==> config.mk <==
export PLATFORM = sky130hd
export DESIGN_NAME = cpu_port
export DESIGN_NICKNAME = d
export VERILOG_FILES = /design/src/rtl/cpu_port_pkg.sv /design/src/rtl/cpu_port_front.sv /design/src/rtl/cpu_port_ack.sv /design/src/rtl/cpu_port_decode.sv /design/src/rtl/cpu_port.sv
export SDC_FILE = /design/constraint.sdc
export NUM_CORES = 1
export LEC_CHECK = 0
export BUFFER_PORTS_ARGS = -buffer_cell sky130_fd_sc_hd__buf_2
export CORE_UTILIZATION = 49
export CTS_CLUSTER_SIZE = 8
export DETAILED_ROUTE_END_ITERATION = 10
export PLACE_DENSITY = 0.83
export SYNTH_ARGS = -nofsm -noshare
export SYNTH_HDL_FRONTEND = slang
export SYNTH_SLANG_ARGS = --single-unit
==> constraint.sdc <==
create_clock -name clk -period 4.3 [get_ports clk]
set_input_delay 0 -clock clk [delete_from_list [all_inputs] [get_ports clk]]
set_output_delay 0 -clock clk [all_outputs]
set_load 0.02 [all_outputs]
==> src/rtl/cpu_port_pkg.sv <==
package cpu_port_pkg;

   // Bus flavour seen by the front end
   typedef enum logic [1:0] {
      BUS_DIRECT = 2'd0,   // split address/data, active-low strobe
      BUS_SPLIT  = 2'd1,   // shared bus, separate active-low read/write
      BUS_STROBE = 2'd2    // shared bus, active-high strobe plus direction
   } bus_style_t;

   // Destination of an access
   typedef enum logic [1:0] {
      TGT_REG  = 2'd0,
      TGT_CONN = 2'd1,
      TGT_DATA = 2'd2
   } tgt_t;

endpackage

==> src/rtl/cpu_port_front.sv <==
module cpu_port_front
   import cpu_port_pkg::*;
#(
   parameter int AW      = 8,
   parameter int DW      = 16,
   parameter bit HAS_MUX = 1'b1
) (
   input  logic          clk,
   input  logic          rst_n,
   input  logic          mux_mode_i,
   input  logic          cs_n_i,
   input  logic          ale_i,
   input  logic          ds_rd_i,
   input  logic          rw_wr_i,
   input  logic [AW-1:0] addr_i,
   input  logic [DW-1:0] dat_i,
   output logic          act_o,
   output logic          wr_o,
   output logic [AW-1:0] addr_o,
   output logic [DW-1:0] wdat_o,
   output bus_style_t    style_o
);

   // one sampling stage on every bus input
   logic          s_mux, s_cs_n, s_ds_rd, s_rw_wr;
   logic [AW-1:0] s_addr;
   logic [DW-1:0] s_dat;

   always_ff @(posedge clk or negedge rst_n) begin
      if (!rst_n) begin
         s_mux   <= 1'b0;
         s_cs_n  <= 1'b1;
         s_ds_rd <= 1'b1;
         s_rw_wr <= 1'b1;
         s_addr  <= '0;
         s_dat   <= '0;
      end else begin
         s_mux   <= mux_mode_i;
         s_cs_n  <= cs_n_i;
         s_ds_rd <= ds_rd_i;
         s_rw_wr <= rw_wr_i;
         s_addr  <= addr_i;
         s_dat   <= dat_i;
      end
   end

   logic          mux_on;
   bus_style_t    mux_style;
   logic [AW-1:0] mux_addr;

   generate
      if (HAS_MUX) begin : g_mux
         logic          s_ale, s_ale_d;
         logic [AW-1:0] lat_addr;
         bus_style_t    lat_style;

         always_ff @(posedge clk or negedge rst_n) begin
            if (!rst_n) begin
               s_ale     <= 1'b0;
               s_ale_d   <= 1'b0;
               lat_addr  <= '0;
               lat_style <= BUS_STROBE;
            end else begin
               s_ale   <= ale_i;
               s_ale_d <= s_ale;
               if (s_ale && !s_ale_d) begin
                  lat_addr  <= s_dat[AW-1:0];
                  lat_style <= s_ds_rd ? BUS_STROBE : BUS_SPLIT;
               end
            end
         end

         assign mux_on    = s_mux;
         assign mux_style = lat_style;
         assign mux_addr  = lat_addr;
      end else begin : g_direct
         assign mux_on    = 1'b0;
         assign mux_style = BUS_DIRECT;
         assign mux_addr  = '0;
      end
   endgenerate

   bus_style_t cur_style;
   logic       strobe;
   logic       is_wr;

   assign cur_style = mux_on ? mux_style : BUS_DIRECT;

   always_comb begin
      strobe = 1'b0;
      is_wr  = 1'b0;
      case (cur_style)
         BUS_DIRECT: begin
            strobe = !s_ds_rd;
            is_wr  = !s_rw_wr;
         end
         BUS_SPLIT: begin
            strobe = !s_ds_rd || !s_rw_wr;
            is_wr  = !s_rw_wr;
         end
         BUS_STROBE: begin
            strobe = s_ds_rd;
            is_wr  = !s_rw_wr;
         end
         default: begin
            strobe = 1'b0;
            is_wr  = 1'b0;
         end
      endcase
   end

   assign act_o   = !s_cs_n && strobe;
   assign wr_o    = is_wr;
   assign addr_o  = mux_on ? mux_addr : s_addr;
   assign wdat_o  = s_dat;
   assign style_o = cur_style;


   direct_strobe_chk: assert property (@(posedge clk) disable iff (!rst_n)
      (act_o && style_o == BUS_DIRECT) |-> $past(!cs_n_i && !ds_rd_i));

endmodule

==> src/rtl/cpu_port_ack.sv <==
module cpu_port_ack #(
   parameter int ACK_DLY = 2
) (
   input  logic clk,
   input  logic rst_n,
   input  logic act_i,
   output logic rd_go_o,
   output logic commit_o,
   output logic ack_on_o,
   output logic ack_n_o,
   output logic ack_oe_o
);

   localparam int CW = $clog2(ACK_DLY + 1);
   localparam logic [CW-1:0] CNT_TOP = CW'(ACK_DLY);

   logic [CW-1:0] cnt;
   logic          ack_prev;

   always_ff @(posedge clk or negedge rst_n) begin
      if (!rst_n) begin
         cnt      <= '0;
         ack_prev <= 1'b0;
      end else begin
         ack_prev <= ack_on_o;
         if (!act_i)
            cnt <= '0;
         else if (cnt != CNT_TOP)
            cnt <= cnt + 1'b1;
      end
   end

   assign ack_on_o = act_i && (cnt == CNT_TOP);
   assign commit_o = ack_on_o && !ack_prev;
   assign rd_go_o  = act_i && (cnt == '0);
   assign ack_n_o  = !ack_on_o;
   assign ack_oe_o = ack_on_o || ack_prev;


   ack_delay_chk: assert property (@(posedge clk) disable iff (!rst_n)
      $fell(ack_n_o) |-> ($past(act_i) && $past(act_i, 2)));


   ack_hold_chk: assert property (@(posedge clk) disable iff (!rst_n)
      (!ack_n_o && act_i) |=> (!ack_n_o || !act_i));


   ack_release_chk: assert property (@(posedge clk) disable iff (!rst_n)
      $rose(ack_n_o) |-> ack_oe_o);


   ack_park_chk: assert property (@(posedge clk) disable iff (!rst_n)
      (ack_oe_o && ack_n_o) |=> !ack_oe_o);

endmodule

==> src/rtl/cpu_port_decode.sv <==
module cpu_port_decode
   import cpu_port_pkg::*;
#(
   parameter int AW          = 8,
   parameter int DW          = 16,
   parameter int FALIGN_ADDR = 2
) (
   input  logic          clk,
   input  logic          rst_n,
   input  logic [AW-1:0] addr_i,
   input  logic          wr_i,
   input  logic          act_i,
   input  logic          msel_i,
   input  logic          rd_go_i,
   input  logic          commit_i,
   input  logic          ack_on_i,
   input  logic [DW-1:0] wdat_i,
   input  logic [DW-1:0] reg_rdata_i,
   input  logic [DW-1:0] cm_rdata_i,
   input  logic [DW-1:0] dm_rdata_i,
   output logic          reg_wr_o,
   output logic          reg_rd_o,
   output logic          cm_wr_o,
   output logic          cm_rd_o,
   output logic          dm_rd_o,
   output logic [AW-2:0] acc_addr_o,
   output logic [DW-1:0] wdata_o,
   output logic [DW-1:0] dat_o,
   output logic          dat_oe_o
);

   localparam int LW = AW - 1;
   localparam logic [LW-1:0] FALIGN_LOC = LW'(FALIGN_ADDR);

   tgt_t tgt;
   logic ro;
   logic rd_fire, wr_fire;

   always_comb begin
      if (!addr_i[AW-1])
         tgt = TGT_REG;
      else if (msel_i)
         tgt = TGT_DATA;
      else
         tgt = TGT_CONN;
      ro = (tgt == TGT_DATA) ||
           ((tgt == TGT_REG) && (addr_i[LW-1:0] == FALIGN_LOC));
   end

   assign rd_fire = rd_go_i && !wr_i;
   assign wr_fire = commit_i && wr_i && !ro;

   assign reg_rd_o   = rd_fire && (tgt == TGT_REG);
   assign cm_rd_o    = rd_fire && (tgt == TGT_CONN);
   assign dm_rd_o    = rd_fire && (tgt == TGT_DATA);
   assign reg_wr_o   = wr_fire && (tgt == TGT_REG);
   assign cm_wr_o    = wr_fire && (tgt == TGT_CONN);
   assign acc_addr_o = addr_i[LW-1:0];
   assign wdata_o    = wdat_i;

   tgt_t          rd_src_q;
   logic          rd_dly;
   logic          rd_cyc_q;
   logic [DW-1:0] rdata_q;
   logic [DW-1:0] rsel;

   always_comb begin
      case (rd_src_q)
         TGT_REG:  rsel = reg_rdata_i;
         TGT_CONN: rsel = cm_rdata_i;
         TGT_DATA: rsel = dm_rdata_i;
         default:  rsel = '0;
      endcase
   end

   always_ff @(posedge clk or negedge rst_n) begin
      if (!rst_n) begin
         rd_src_q <= TGT_REG;
         rd_dly   <= 1'b0;
         rd_cyc_q <= 1'b0;
         rdata_q  <= '0;
      end else begin
         rd_dly <= rd_fire;
         if (rd_fire) begin
            rd_src_q <= tgt;
            rd_cyc_q <= 1'b1;
         end else if (!act_i) begin
            rd_cyc_q <= 1'b0;
         end
         if (rd_dly)
            rdata_q <= rsel;
      end
   end

   assign dat_o    = rdata_q;
   assign dat_oe_o = ack_on_i && rd_cyc_q;


   strobe_onehot_chk: assert property (@(posedge clk) disable iff (!rst_n)
      $onehot0({reg_wr_o, reg_rd_o, cm_wr_o, cm_rd_o, dm_rd_o}));


   write_single_chk: assert property (@(posedge clk) disable iff (!rst_n)
      (reg_wr_o || cm_wr_o) |=> !(reg_wr_o || cm_wr_o));


   ro_write_chk: assert property (@(posedge clk) disable iff (!rst_n)
      reg_wr_o |-> (acc_addr_o != FALIGN_LOC));


   no_write_on_read_chk: assert property (@(posedge clk) disable iff (!rst_n)
      dat_oe_o |-> !(reg_wr_o || cm_wr_o));

endmodule

==> src/rtl/cpu_port.sv <==
module cpu_port
   import cpu_port_pkg::*;
#(
   parameter int AW          = 8,
   parameter int DW          = 16,
   parameter int ACK_DLY     = 2,
   parameter int FALIGN_ADDR = 2,
   parameter bit HAS_MUX     = 1'b1
) (
   input  logic          clk,
   input  logic          rst_n,
   input  logic          mux_mode_i,
   input  logic          cs_n_i,
   input  logic          ale_i,
   input  logic          ds_rd_i,
   input  logic          rw_wr_i,
   input  logic [AW-1:0] addr_i,
   input  logic [DW-1:0] dat_i,
   input  logic          msel_i,
   input  logic [DW-1:0] reg_rdata_i,
   input  logic [DW-1:0] cm_rdata_i,
   input  logic [DW-1:0] dm_rdata_i,
   output logic [DW-1:0] dat_o,
   output logic          dat_oe_o,
   output logic          ack_n_o,
   output logic          ack_oe_o,
   output logic          reg_wr_o,
   output logic          reg_rd_o,
   output logic          cm_wr_o,
   output logic          cm_rd_o,
   output logic          dm_rd_o,
   output logic [AW-2:0] acc_addr_o,
   output logic [DW-1:0] wdata_o
);

   generate
      if (ACK_DLY < 2) begin : g_bad_dly
         $error("ACK_DLY must leave room for the read return (>= 2)");
      end
      if (AW < 2) begin : g_bad_aw
         $error("AW must be at least 2");
      end
      if (HAS_MUX && (DW < AW)) begin : g_bad_dw
         $error("shared bus needs DW >= AW to carry the address");
      end
      if (FALIGN_ADDR >= (1 << (AW - 1))) begin : g_bad_fa
         $error("FALIGN_ADDR outside register space");
      end
   endgenerate

   logic          act;
   logic          is_wr;
   logic [AW-1:0] addr;
   logic [DW-1:0] wdat;
   bus_style_t    style;
   logic          rd_go, commit, ack_on;

   cpu_port_front #(
      .AW      (AW),
      .DW      (DW),
      .HAS_MUX (HAS_MUX)
   ) u_front (
      .clk        (clk),
      .rst_n      (rst_n),
      .mux_mode_i (mux_mode_i),
      .cs_n_i     (cs_n_i),
      .ale_i      (ale_i),
      .ds_rd_i    (ds_rd_i),
      .rw_wr_i    (rw_wr_i),
      .addr_i     (addr_i),
      .dat_i      (dat_i),
      .act_o      (act),
      .wr_o       (is_wr),
      .addr_o     (addr),
      .wdat_o     (wdat),
      .style_o    (style)
   );

   cpu_port_ack #(
      .ACK_DLY (ACK_DLY)
   ) u_ack (
      .clk      (clk),
      .rst_n    (rst_n),
      .act_i    (act),
      .rd_go_o  (rd_go),
      .commit_o (commit),
      .ack_on_o (ack_on),
      .ack_n_o  (ack_n_o),
      .ack_oe_o (ack_oe_o)
   );

   cpu_port_decode #(
      .AW          (AW),
      .DW          (DW),
      .FALIGN_ADDR (FALIGN_ADDR)
   ) u_decode (
      .clk         (clk),
      .rst_n       (rst_n),
      .addr_i      (addr),
      .wr_i        (is_wr),
      .act_i       (act),
      .msel_i      (msel_i),
      .rd_go_i     (rd_go),
      .commit_i    (commit),
      .ack_on_i    (ack_on),
      .wdat_i      (wdat),
      .reg_rdata_i (reg_rdata_i),
      .cm_rdata_i  (cm_rdata_i),
      .dm_rdata_i  (dm_rdata_i),
      .reg_wr_o    (reg_wr_o),
      .reg_rd_o    (reg_rd_o),
      .cm_wr_o     (cm_wr_o),
      .cm_rd_o     (cm_rd_o),
      .dm_rd_o     (dm_rd_o),
      .acc_addr_o  (acc_addr_o),
      .wdata_o     (wdata_o),
      .dat_o       (dat_o),
      .dat_oe_o    (dat_oe_o)
   );


   read_drive_chk: assert property (@(posedge clk) disable iff (!rst_n)
      dat_oe_o |-> !ack_n_o);


   style_stable_chk: assert property (@(posedge clk) disable iff (!rst_n)
      (act && $past(act)) |-> $stable(style) || !$past(mux_mode_i));

endmodule

# Word level (Yosys, flattened, before mapping)
# Index checks and enable logic that the tools add are counted.
dict set report totals {
  regBits 63
  inputBits 80
  output_inout_bits 47
  wordCells 71
}
dict set report op_classes {
  add_sub_neg 1
  eq_ne 11
  muxes 12
  reduce_logical 31
}
# operator count
set ops {}
lappend ops {{one-hot mux 16 bit (3 select lines)} 1}
lappend ops {{logical AND 1 bit} 15}
lappend ops {{two-way mux 2 bit} 6}
lappend ops {{equality test 2 bit, second input constant} 4}
lappend ops {{zero test 1 bit} 8}
lappend ops {{zero test 2 bit} 4}
lappend ops {{two-way mux 8 bit} 1}
lappend ops {{equality test 7 x 2 -> 1 bit, second input constant} 1}
lappend ops {{equality test 2 x 1 -> 1 bit, second input constant} 3}
lappend ops {{!= test 2 bit, second input constant} 2}
lappend ops {{logical OR 1 bit} 3}
lappend ops {{two-way mux 1 bit} 3}
lappend ops {{one-hot mux 1 bit (3 select lines)} 1}
lappend ops {{OR reduction 3 bit} 1}
lappend ops {{adder 2 x 1 -> 2 bit, second input constant} 1}
lappend ops {{!= test 2 x 1 -> 1 bit, second input constant} 1}

# Depth between registers and ports, before layout
dict set report logic_depth {
  word_depth 9
  mapped_depth 6
  mapped_depth_nobuf 4
}

# Hierarchy
# Synthesis repeated with hierarchy kept, for this count alone.
dict set report hier_totals {
  cells_unflattened 222
  hier_area_um2 2947.8
}
# module instances cells_each area_each_um2 seq_area_each_um2
set modules_own_cells {}
lappend modules_own_cells {cpu_port_decode 1 137 1443.9 500.5}
lappend modules_own_cells {cpu_port_front 1 69 1341.3 1006.0}
lappend modules_own_cells {cpu_port_ack 1 16 162.7 75.1}

# Worst setup path after synthesis
# OpenSTA, ideal clock, no wires.
dict set report synth_path {
  path_type {reg2out}
  start {register u_front.g_mux.lat_style[1]}
  end {output port cm_wr_o}
  arrival_ns 1.853
  required_ns 4.300
  slack_ns 2.447
  path_stages_with_launch 5
  n_path_buf 0
  path_cell_list {dfstp_2 -> nand4b_1 -> a31oi_4 -> nand2_2 -> nor4_1}
}
dict set report synth_via {
  elab_chain_len 9
  word_cells_on_any_way 13
  classes_between {eq/ne: 2; mux: 3; reduce/logical: 8}
}
# element line
set synth_rtl {}
lappend synth_rtl {{start: declaration} cpu_port_front.sv:55} ;# bus_style_t lat_style;
lappend synth_rtl {{start signal: assignment} cpu_port_front.sv:68} ;# lat_style <= s_ds_rd ? BUS_STROBE : BUS_SPLIT;
lappend synth_rtl {{two-way mux 2 bit (*)} cpu_port_front.sv:87} ;# assign cur_style = mux_on ? mux_style : BUS_DIRECT;
lappend synth_rtl {{equality test 2 bit (tied with other cells)} cpu_port_front.sv:92} ;# case (cur_style)
lappend synth_rtl {{one-hot mux 1 bit (3 select lines)} cpu_port_front.sv:92}
lappend synth_rtl {{logical AND 1 bit} cpu_port_front.sv:112} ;# assign act_o = !s_cs_n && strobe;
lappend synth_rtl {{logical AND 1 bit} cpu_port_ack.sv:33} ;# assign ack_on_o = act_i && (cnt == CNT_TOP);
lappend synth_rtl {{logical AND 1 bit} cpu_port_ack.sv:34} ;# assign commit_o = ack_on_o && !ack_prev;
lappend synth_rtl {{logical AND 1 bit (*) (2 in a row)} cpu_port_decode.sv:51} ;# assign wr_fire = commit_i && wr_i && !ro;
lappend synth_rtl {{logical AND 1 bit (*)} cpu_port_decode.sv:57} ;# assign cm_wr_o = wr_fire && (tgt == TGT_CONN);
lappend synth_rtl {{end: declaration} cpu_port.sv:29} ;# output logic cm_wr_o,
# Every way passes the cells marked *; elsewhere a longest branch is shown, timed or not.

# Worst setup path in the final report
dict set report layout_path {
  start {register u_front.s_mux, in the netlist u_front.mux_on}
  end {output port cm_wr_o}
}
dict set report layout_via {
  elab_chain_len 9
  word_cells_on_any_way 22
  classes_between {eq/ne: 5; mux: 5; reduce/logical: 12}
}
# element line
set layout_rtl {}
lappend layout_rtl {{start: declaration} cpu_port_front.sv:25} ;# logic s_mux, s_cs_n, s_ds_rd, s_rw_wr;
lappend layout_rtl {{start signal: assignment} cpu_port_front.sv:38} ;# s_mux <= mux_mode_i;
lappend layout_rtl {{two-way mux 2 bit} cpu_port_front.sv:87}
lappend layout_rtl {{equality test 2 bit (tied with other cells)} cpu_port_front.sv:92}
lappend layout_rtl {{one-hot mux 1 bit (3 select lines)} cpu_port_front.sv:92}
lappend layout_rtl {{logical AND 1 bit} cpu_port_front.sv:112}
lappend layout_rtl {{logical AND 1 bit} cpu_port_ack.sv:33}
lappend layout_rtl {{logical AND 1 bit} cpu_port_ack.sv:34}
lappend layout_rtl {{logical AND 1 bit (2 in a row)} cpu_port_decode.sv:51}
lappend layout_rtl {{logical AND 1 bit (*)} cpu_port_decode.sv:57}
# Marks and branches as above.

==> out/summary.txt <==
predominant post-synthesis flop cell = dfrtp_1
RSZ-0062 raised after global routing = false
site row count = 26
Clk Tree Root Cell = clkbuf_8
Clk pwr share = 29.8%
WP data arrival = 2210 ps
Layout area overhead = 52.08%
full die area = 5625 um^2
post-synthesis cell area = 2611 um^2
async set-reset flop share out of synthesis = 100.0%
status = completed
Internal = 1.286 mW
Max clock buf depth = 2
Final Hold Viols = 0
CTS tree = yes
gr ovfl total = 0
Clk Latency, worst-skew pair = 340 ps
clk slew on worst S/H paths = 70 ps
Pre-Repair DR Iteration Count = 4
Post-CTS Setup Inserts = 0
Min-Delay Path Class = in -> reg
switch share = 32.92%
crit end category = output port
GPL Wtd Cong = 0.7706
vias in the first global route = 2,153
Max Slew Vio Count = 0
All-Layer GR Usage = 23.98%
diode count = 0
top cells by area, synth = dfrtp_1, mux2i_1, mux2_2
I/O pin count = 127
clock buffer count from CTS = 9
Comb pwr share = 27.9%
Ys Warns = 0
post-CTS sizing = 0
switching pwr = 0.6314 mW
startpoint types = flop
core area = 5107 um^2
sequential area share after synthesis = 60.57%
Worst Path Required = 4300 ps
top-count cell post-synth = dfrtp_1
Worst-Margin Slew = 964.1 ps
hold buffers post-CTS = 47
EDFF count, synth = 0
die width = 75 um
vias per cell = 4.877
Sequential Power Share = 42.3%
initial core utilization = 51.13%
antenna violations before repair = 0
Syn Area/Cell = 12.09 um^2
Post-Route Setup TNS = 0 ps
Synth area leader = dfrtp_1
Synthesized Nets = 298
global-route wire length before repair = 9.618 mm
P_leak = 1.932 nW
total power = 1.918 mW
most frequent cells after synthesis = dfrtp_1, nor2_1, a21oi_1, mux2i_1, mux2_2
Worst Path Max Fanout = 18
final setup violation count = 0
Worst slew margin = 35.59%
final worst-path cycle share = 51.47%
Routed Antenna Nets = 0
Routed WL = 6.508 mm
Nets = 472
Die Y-Extent = 75 um
# fillers = 346
I/O Buffers = 126
met3 usage = 5.221%
clock skew = 8.513 ps
crit path kind = reg -> out
share of post-route cells with drive strength above 1 = 43.04%
Detailed Route Iter0 Violations = 103
routing usage on met2 = 42.64%
maximum level of the CTS H-tree = 3
largest net degree at the start of global routing = 64
P per Cell Area = 482.9 nW/um^2
Max VDD drop = 0.0003466 V
DRC = 0
fmax = 451.8 MHz
fin crit period = 2213 ps
clk sinks = 63
Routed wire per std cell = 14.00 um
via count = 2,268
M1 GR Usage = 27.05%
Max-Cap Viols = 0
layer with the highest usage = met2
Synth top area share = 56.54%
register bit total from synthesis = 63
Cell variety after synth = 35
dpl hpwl = 3.816 mm
Synth Instances = 216
-- cells by family (layout without fill, tap and decap cells) --
| logic type | count (synthesis) | after routing | synth area share, % |
|---|---|---|---|
| flops | 63 | 63 | 60.57 |
| simple gates | 56 | 56 | 10.59 |
| compound gates | 39 | 39 | 8.865 |
| mux | 38 | 38 | 15.57 |
| buf+inv | 17 | 196 | 3.114 |
| fa+ha+maj | 2 | 2 | 0.9582 |
| xor+xnor | 1 | 1 | 0.3355 |
-- power by group through the flow --
stage | registers, mW | clock network (mW) | logic [mW]
2_1_floorplan | 0.871 | 0 | 0.269
3_3_place_gp | 0.816 | 0 | 0.487
3_5_place_dp | 0.819 | 0 | 0.499
4_1_cts | 0.810 | 0.578 | 0.534
5_1_grt | 0.829 | 0.603 | 0.585
6_report | 0.812 | 0.571 | 0.534
-- stage by stage --
| stage | instances | hold WS [ps] | utilization [%] | instance area [um^2] | setup WS [ps] |
|---|---|---|---|---|---|
| CTS | 465 | 71.15 | 77.76 | 3971 | 2092 |
| finish | 465 | 79.42 | 77.76 | 3971 | 2087 |
| global placement | 402 | 106.3 | 64.18 | 3278 | 2499 |
| global route | 465 | 104.1 | 77.76 | 3971 | 1880 |
| detailed placement | 402 | 108.2 | 64.18 | 3278 | 2454 |
| floorplan | 216 | -295.6 | - | 2611 | 2447 |
-- final timing paths --
| path | from | slack (ps) | to | cells past startpoint |
|---|---|---|---|---|
| hold / removal | reg_rdata_i[4] | 80 | u_decode.dat_o[4] | 5 |
| setup reg to reg | u_front.mux_on | 2450 | u_decode.rd_src_q[0] | 4 |
| max in group asynchronous | rst_n | 3440 | u_front.wdat_o[2] | 3 |
| min in group asynchronous | rst_n | 350 | u_front.s_addr[3] | 3 |
| setup / recovery | u_front.mux_on | 2090 | cm_wr_o | 5 |
| hold reg to reg | u_front.g_mux.s_ale | 380 | u_front.g_mux.s_ale_d | 0 |
-- critical path, stage by stage, from the launching register on --
cell and delay (ps):
dfrtp_1 720, nand4b_1 240, a31oi_4 300, nand2_2 120, nor4_1 270, buf_2 210
-- layout by cell type (no fill, tap or decap), drive strengths merged --
| cell type | count |
|---|---|
| a31o | 1 |
| clkinv | 2 |
| nor3 | 3 |
| dfrtp | 59 |
| a311oi | 1 |
| o22a | 1 |
| mux2 | 18 |
| a21oi | 32 |
| clkbuf | 11 |
| nor2b | 2 |
| nand4bb | 1 |
| a31oi | 1 |
| ha | 2 |
| and3 | 1 |
| or4b | 1 |
| a22oi | 1 |
| a21o | 1 |
| nand4b | 1 |
| o21ai | 1 |
| inv | 6 |
| bufinv | 2 |
| buf | 127 |
| nand2 | 4 |
| dlygate4sd3 | 47 |
| mux2i | 20 |
| or4bb | 1 |
| dfstp | 4 |
| and2 | 1 |
| nand3 | 1 |
| nor2 | 37 |
| xnor2 | 1 |
| nand2b | 1 |
| nor4 | 2 |
| clkinvlp | 1 |
-- state kept, by name, summed over array words and instances (netlist names) --
register,flops
u_front.s_ds_rd,1
u_front.g_mux.s_ale,1
u_front.s_cs_n,1
u_front.g_mux.s_ale_d,1
u_front.wdat_o,16
u_front.g_mux.lat_style,2
u_front.s_addr,8
u_front.g_mux.lat_addr,8
u_decode.rd_cyc_q,1
u_front.s_rw_wr,1
u_decode.dat_o,16
u_ack.cnt,2
u_decode.rd_dly,1
u_front.mux_on,1
u_decode.rd_src_q,2
u_ack.ack_prev,1
-- routing by layer --
| metal | vias to the layer above | part of all wire (%) | wire length [um] |
|---|---|---|---|
| li1 | 1090 | - | - |
| met2 | 75 | 55 | 3551 |
| met3 | 11 | 4.5 | 291 |
| met4 | 0 | 2.1 | 134 |
| met1 | 1092 | 39 | 2530 |
| met5 | - | 0 | 0 |
-- layout make-up --
type | instances | area, um^2 | area share (%)
Sequential cell | 63 | 1582 | 39.82
Clock inverter | 5 | 81.33 | 2.048
Tap cell | 70 | 87.58 | 2.205
Clock buffer | 11 | 141.4 | 3.560
Timing Repair Buffer | 174 | 1109 | 27.91
Multi-Input combinational cell | 136 | 948.4 | 23.88
Inverter | 6 | 22.52 | 0.5671
Note: power is estimated with default switching activity, not from simulation.
